`src/rtl/bpseq_pkg.sv`:
```
package bpseq_pkg;
  localparam int PHASE_W = 2;

  typedef enum logic [PHASE_W-1:0] {
    DRV_STATIC = 2'd0,
    DRV_MUX2   = 2'd1,
    DRV_MUX3   = 2'd2,
    DRV_MUX4   = 2'd3
  } drive_mode_e;

  // Strobes from the control module to the datapath
  typedef struct packed {
    logic               advance;
    logic               realign;
    logic               setOe;
    logic               clrOe;
    logic [PHASE_W-1:0] target;
  } bpseq_ctl_t;
endpackage

```
`src/rtl/bpseq_ctrl.sv`:
```
module bpseq_ctrl
  import bpseq_pkg::*;
(
  input  logic               tickIn,
  input  logic [PHASE_W-1:0] mode,
  input  logic [PHASE_W-1:0] phase,
  input  logic               syncFall,
  output bpseq_ctl_t         ctl
);
  logic [PHASE_W-1:0] lastPh;
  logic [PHASE_W-1:0] nextPh;
  logic               atLast;
  logic               wrapNext;

  always_comb begin
    lastPh   = mode;
    atLast   = (phase == lastPh);
    wrapNext = (phase >= lastPh);
    nextPh   = wrapNext ? '0 : phase + 1'b1;

    ctl.realign = syncFall && !atLast;
    ctl.advance = tickIn && !ctl.realign;
    ctl.target  = ctl.realign ? lastPh : nextPh;
    ctl.setOe   = ctl.advance && (nextPh == lastPh);
    ctl.clrOe   = ctl.advance && (nextPh != lastPh);
  end
endmodule

```
`src/rtl/bpseq_dp.sv`:
```
module bpseq_dp
  import bpseq_pkg::*;
#(
  parameter int SYNC_STAGES = 2
)(
  input  logic               clk,
  input  logic               rstN,
  input  bpseq_ctl_t         ctl,
  input  logic               syncPadIn,
  output logic [PHASE_W-1:0] phase,
  output logic               syncFall,
  output logic               syncOeQ
);
  localparam int MASK_LEN = SYNC_STAGES;

  logic [SYNC_STAGES-1:0] syncChain;
  logic                   syncPrev;
  logic [MASK_LEN-1:0]    oeHist;
  logic                   echoMask;

  // Input synchroniser, idle level is high
  genvar gi;
  generate
    for (gi = 0; gi < SYNC_STAGES; gi++) begin : g_sync
      always_ff @(posedge clk or negedge rstN) begin
        if (!rstN) syncChain[gi] <= 1'b1;
        else if (gi == 0) syncChain[gi] <= syncPadIn;
        else syncChain[gi] <= syncChain[(gi == 0) ? 0 : gi-1];
      end
    end
  endgenerate

  always_ff @(posedge clk or negedge rstN) begin
    if (!rstN) syncPrev <= 1'b1;
    else       syncPrev <= syncChain[SYNC_STAGES-1];
  end

  // History of own drive, used to hide our own echo
  generate
    for (gi = 0; gi < MASK_LEN; gi++) begin : g_hist
      always_ff @(posedge clk or negedge rstN) begin
        if (!rstN) oeHist[gi] <= 1'b0;
        else if (gi == 0) oeHist[gi] <= syncOeQ;
        else oeHist[gi] <= oeHist[(gi == 0) ? 0 : gi-1];
      end
    end
  endgenerate

  assign echoMask = syncOeQ || (|oeHist);
  assign syncFall = syncPrev && !syncChain[SYNC_STAGES-1] && !echoMask;

  always_ff @(posedge clk or negedge rstN) begin
    if (!rstN) phase <= '0;
    else if (ctl.advance || ctl.realign) phase <= ctl.target;
  end

  always_ff @(posedge clk or negedge rstN) begin
    if (!rstN)          syncOeQ <= 1'b0;
    else if (ctl.setOe) syncOeQ <= 1'b1;
    else if (ctl.clrOe) syncOeQ <= 1'b0;
  end
endmodule

```
`src/rtl/bp_sequencer.sv`:
```
module bp_sequencer
  import bpseq_pkg::*;
#(
  parameter int SYNC_STAGES = 2
)(
  input  logic       clk,
  input  logic       rstN,
  input  logic       tickIn,
  input  logic [1:0] mode,
  output logic [1:0] bpIndex,
  output logic       syncOe,
  input  logic       syncIn
);
  bpseq_ctl_t         ctlBus;
  logic [PHASE_W-1:0] phase;
  logic               syncFall;

  bpseq_ctrl u_ctrl (
    .tickIn   (tickIn),
    .mode     (mode),
    .phase    (phase),
    .syncFall (syncFall),
    .ctl      (ctlBus)
  );

  bpseq_dp #(.SYNC_STAGES(SYNC_STAGES)) u_dp (
    .clk       (clk),
    .rstN      (rstN),
    .ctl       (ctlBus),
    .syncPadIn (syncIn),
    .phase     (phase),
    .syncFall  (syncFall),
    .syncOeQ   (syncOe)
  );

  assign bpIndex = phase;
endmodule

```
`config.mk`:
```
export PLATFORM = sky130hd
export DESIGN_NAME = bp_sequencer
export DESIGN_NICKNAME = d
export VERILOG_FILES = /design/src/rtl/bpseq_pkg.sv /design/src/rtl/bpseq_ctrl.sv /design/src/rtl/bpseq_dp.sv /design/src/rtl/bp_sequencer.sv
export SDC_FILE = /design/constraint.sdc
export NUM_CORES = 1
export LEC_CHECK = 0
export CAP_MARGIN = 20
export CORE_AREA = 2 2 39 41
export DETAILED_ROUTE_END_ITERATION = 12
export DIE_AREA = 0 0 41 43
export GPL_ROUTABILITY_DRIVEN = 0
export PLACE_DENSITY = 0.49
export SYNTH_ARGS = -nofsm -noshare
export SYNTH_HDL_FRONTEND = slang
export SYNTH_SLANG_ARGS = --single-unit
```
`constraint.sdc`:
```
create_clock -name clk -period 2.23 [get_ports clk]
set_input_delay 0.446 -clock clk [delete_from_list [all_inputs] [get_ports clk]]
set_output_delay 0.446 -clock clk [all_outputs]
set_load 0.03 [all_outputs]
```
# Word level (Yosys, flattened, before mapping)
# Index checks and enable logic that the tools add are counted.
# totals
regBits,8
inputBits,6
out_inout_bits,3
word_cells,30
# classes
add_sub_neg,1
magnitude_cmp,1
eq_ne,3
mux,4
reduce_logical,14
# op_table
op,count
logical AND 1 bit,6
equality test 2 bit,2
zero test 1 bit,4
2-to-1 mux 2 bit,2
"adder 2 x 1 -> 2 bit, second input constant",1
>= comparator 2 bit,1
logical OR 1 bit,2
2-to-1 mux 1 bit,2
inequality test 2 bit,1
nonzero test 2 bit,1
OR reduction 2 bit,1

# Depth between registers and ports, before layout
# depth
depth_word,10
mapped_depth,6
mapped_depth_nobuf,6

# Hierarchy
# From an unflattened synthesis, not the netlist that was laid out.
# hier_totals
cells_unflattened,38
area_unflattened_um2,414.1
# modules_own_cells
module,instances,cells_per_inst,area_per_inst_um2,seq_area_each_um2
bpseq_dp,1,15,256.5,203.9
bpseq_ctrl,1,23,157.7,0.0

# Worst setup path after synthesis
# OpenSTA, ideal clock, no wires.
# synth_path
path_kind,reg-to-reg
startpoint,reg u_dp.phase[0]
endpoint,reg u_dp.syncOeQ
setup_ps,120
arrival_time_ps,1803
required_ps,2110
path_slack_ps,307
path_stages_with_launch,7
n_path_buf,0
period_less_slack_ps,1923
cell_sequence,dfrtp_1 > inv_1 > ha_1 > nand2b_1 > a21oi_1 > a311o_2 > a41o_1
# synth_via
elab_chain_len,7
word_cells_on_any_way,14
# synth_lines
element,line,source
"start, declared",bpseq_dp.sv:10,"output logic [PHASE_W-1:0] phase,"
"start signal, assigned",bpseq_dp.sv:54,else if (ctl.advance || ctl.realign) phase <= ctl.target;
"parallel branches: the longest is 7 deep, another holds adder 2 x 1 -> 2 bit",n/a,
"end signal, assigned",bpseq_dp.sv:58,if (!rstN) syncOeQ <= 1'b0;
"end signal, assigned",bpseq_dp.sv:59,else if (ctl.setOe) syncOeQ <= 1'b1;
"end signal, assigned",bpseq_dp.sv:60,else if (ctl.clrOe) syncOeQ <= 1'b0;
"end, declared",bpseq_dp.sv:12,output logic syncOeQ
# Several ways; the timed one is not identified.
# A chain may end at the register's enable or synchronous reset.

# Worst setup path after layout
# layout_path
startpoint,in mode[0]
endpoint,reg u_dp.syncOeQ
# layout_via
elab_chain_len,7
word_cells_on_any_way,13
# layout_lines
element,line,source
"start, declared",bp_sequencer.sv:9,"input logic [1:0] mode,"
"parallel branches: the longest is 7 deep, another holds >= comparator 2 bit",n/a,
# Several ways; the timed one is not identified.

==> summary.txt <==
Clock tree
  – CTS Buffer Depth: 2
  – CTS Buf Count: 3
  – CTS tree: yes
  – Sink Count: 8
  – Clock Latency Late Sink: 250 ps
  – Post-CTS sizing: 0
  – Hold-fix buffers at CTS: 0
  – Root Buffer: clkbuf_4
  – Post-CTS Setup Inserts: 0
  – Clock-pin slew on the worst setup and hold paths: 50 ps
  – H-tree levels: 1

Yosys
  – Yosys Warn Count: 0
  – Post-synthesis register bit count: 8
  – Syn_nets: 45
  – Register area share after synthesis: 51.10%
  – Post-Syn Instances: 37
  – Netlist Area Pre-Place: 399.1 um^2
  – Synthesized area per cell: 10.79 um^2
  – Netlist cell types: 20

Finish
  – Final instance area: 540.5 um^2
  – Fraction of layout cells with a size suffix above 1: 19.61%
  – Nets: 60
  – FILL cells: 144
  – Fin util: 39.06%
  – Area added between synthesis and finish: 35.42%
  – # diodes: 0

Detailed routing
  – 1st-pass router iterations: 4
  – Vias post-DR: 325
  – Routed WL: between 700 and 800 um
  – Drt drc: 0
  – DR WL/cell: 11.00 um
  – Via density: 4.851
  – Final ANT Viol Nets: 0
  – Initial DRC count: 7

Timing
  – Fin crit share: 87.29%
  – TNS Setup: 0 ps
  – Max-slew headroom: 77.87%
  – Worst-Margin Slew: 332.0 ps
  – Post-Route Skew: 8.121 ps
  – Clock period minus final worst setup slack: 1947 ps
  – Fmax: 513.7 MHz
  – Fin. max-slew vios: 0
  – Setup violators final: 0
  – Hold Vio Cnt, Final: 0
  – Unrepaired setup endpoints after global routing: false

Hold path
  – Hold Path Stages: 0
  – Hold WC Path Type: reg2reg
  – Hold_sp: u_dp.syncChain[0]$_DFF_PN1_

Power and ir drop
  – Part of the power in combinational logic: ~47%
  – Pwr Density: roughly 1200 mW/mm^2
  – Static Leakage: 0.2311 nW
  – Sequential power share: 36.1%
  – Pint: 0.4125 mW
  – Worst vdd ir: 385.1 uV
  – Psw: 0.2546 mW
  – Clock share of power: 16.8%
  – Switching Fraction: 38.17%

Worst setup path
  – Worst endpoint required time: 2360 ps
  – CP arrival: 2080 ps
  – Worst reg-to-reg path cell count: 6
  – CP Max Fanout: 4
  – Kind of critical path: in2reg
  – CP endpoint kind: flip-flop
  – Crit. Startpoint: mode[0]
  – CP startpoint kind: primary input
  – R2r startpoint: u_dp.phase[0]$_DFFE_PN0P_

Run
  – Max Cap Viol: 0

Global route
  – Vias in the first global route: 282
  – Grt ovf: 0
  – Initial antenna violation count: 0
  – First-pass GRT wire length: around 1.2 mm
  – Total global-route track usage: 10.69%
  – Pin count of the biggest net entering global routing: 9

Floorplanning
  – Core area: 0.001384 mm^2
  – Cell row count: 14
  – Starting Density: 28.84%
  – Die width: 41 um
  – Die height: 43 um
  – Die area: ~0.0018 mm^2
  – I/O Pins: 9

Outcome
  – Status: complete, no violations

Place
  – Port bufs: 8
  – DP Area: 514.2 um^2
==> registers in the layout, indices dropped and copies added (netlist names) <==
signal / count
u_dp.syncOeQ: 1
u_dp.phase: 2
u_dp.syncChain: 2
u_dp.syncPrev: 1
u_dp.oeHist: 2
==> metal layers <==
layer / vias up / part of all wire (%) / track usage (%)
met4: 0 / 0 / 8.000
met2: 7 / 54 / 15.31
li1: 162 / - / -
met5: - / 0 / 0
met1: 156 / 42 / 12.79
met3: 0 / 4.1 / 3.141
==> power by group through the flow <==
stage	registers (mW)	logic [mW]	clock network, mW
after floorplan	0.279	0.169	0
after global placement	0.239	0.308	0
after detailed placement	0.245	0.315	0
after CTS	0.243	0.315	0.118
after global routing	0.248	0.346	0.128
final	0.241	0.314	0.112
==> cells in the mapped netlist (all sizes together) <==
cell | instances | area (um^2)
a21oi | 4 | 20.02
a221oi | 1 | 15.01
a311o | 1 | 11.26
a31oi | 1 | 6.260
a41o | 1 | 10.01
dfrtp | 5 | 125.1
dfstp | 3 | 78.83
ha | 2 | 25.02
inv | 2 | 7.510
nand2 | 3 | 11.26
nand2b | 2 | 12.51
nand3 | 1 | 5.000
nand3b | 1 | 7.510
nor2 | 3 | 11.26
nor2b | 2 | 12.51
nor4b | 1 | 8.760
o22ai | 1 | 6.260
or2b | 1 | 7.510
or3b | 1 | 8.760
xnor2 | 1 | 8.760
==> worst paths after layout <==
| path | to | slack, ps |
|---|---|---|
| setup / recovery | u_dp.syncOeQ$_DFFE_PN0P_ | 280 |
| hold / removal | u_dp.syncChain[1]$_DFF_PN1_ | 350 |
| setup reg to reg | u_dp.syncOeQ$_DFFE_PN0P_ | 320 |
| hold reg to reg | u_dp.syncChain[1]$_DFF_PN1_ | 350 |
| max in group asynchronous | u_dp.syncPrev$_DFF_PN1_ | 1470 |
| min in group asynchronous | u_dp.oeHist[0]$_DFF_PN0_ | 460 |
==> critical path: stages <==
cell	delay, ps
clkdlybuf4s50_1	430
ha_1	300
nand2b_1	140
a21oi_1	140
a311o_2	410
a41o_1	220
==> layout make-up <==
type                    count  area [um^2]  share of cell area (%)
clock buffers               4        26.28                   4.861
inverters                   2        7.507                   1.389
multi-input cells          27        187.7                   34.72
flip-flops and latches      8        203.9                   37.73
well taps                  16        20.02                   3.704
repair buffers             10        95.09                   17.59
==> through the flow <==
step	hold WS, ps	power [mW]	cells	setup WS, ps
2_1_floorplan	150.4	0.4479	37	307.0
4_1_cts	355.8	0.6759	67	293.6
3_3_place_gp	348.1	0.5475	63	52.81
3_5_place_dp	349.1	0.5599	63	30.03
5_1_grt	357.4	0.7218	67	210.0
6_report	354.8	0.6671	67	283.4
==> cells in the final DEF, fill, tap and decap left out <==
master           count
inv_1                2
nor4b_1              1
nor2_1               3
nand2b_1             2
dfstp_2              3
or3b_1               1
xnor2_1              1
or2b_1               1
a41o_1               1
o22ai_1              1
a311o_2              1
nor2b_1              2
a31oi_1              1
a221oi_2             1
dfrtp_1              5
ha_1                 2
a21oi_1              4
nand3b_1             1
nand3_1              1
nand2_1              3
buf_4                2
clkbuf_1             1
clkdlybuf4s50_1      8
clkbuf_4             3
==> cells by family after synthesis <==
kind of cell             count (synthesis)  synth area share (%)
AO/OA/AOI/OAI                            9                 17.24
flip-flops                               8                 51.10
adder cells (fa/ha/maj)                  2                 6.269
buffers and inverters                    2                 1.882
AND/OR/NAND/NOR                         15                 21.32
XOR/XNOR                                 1                 2.195
(Power assumes the default switching activity.)
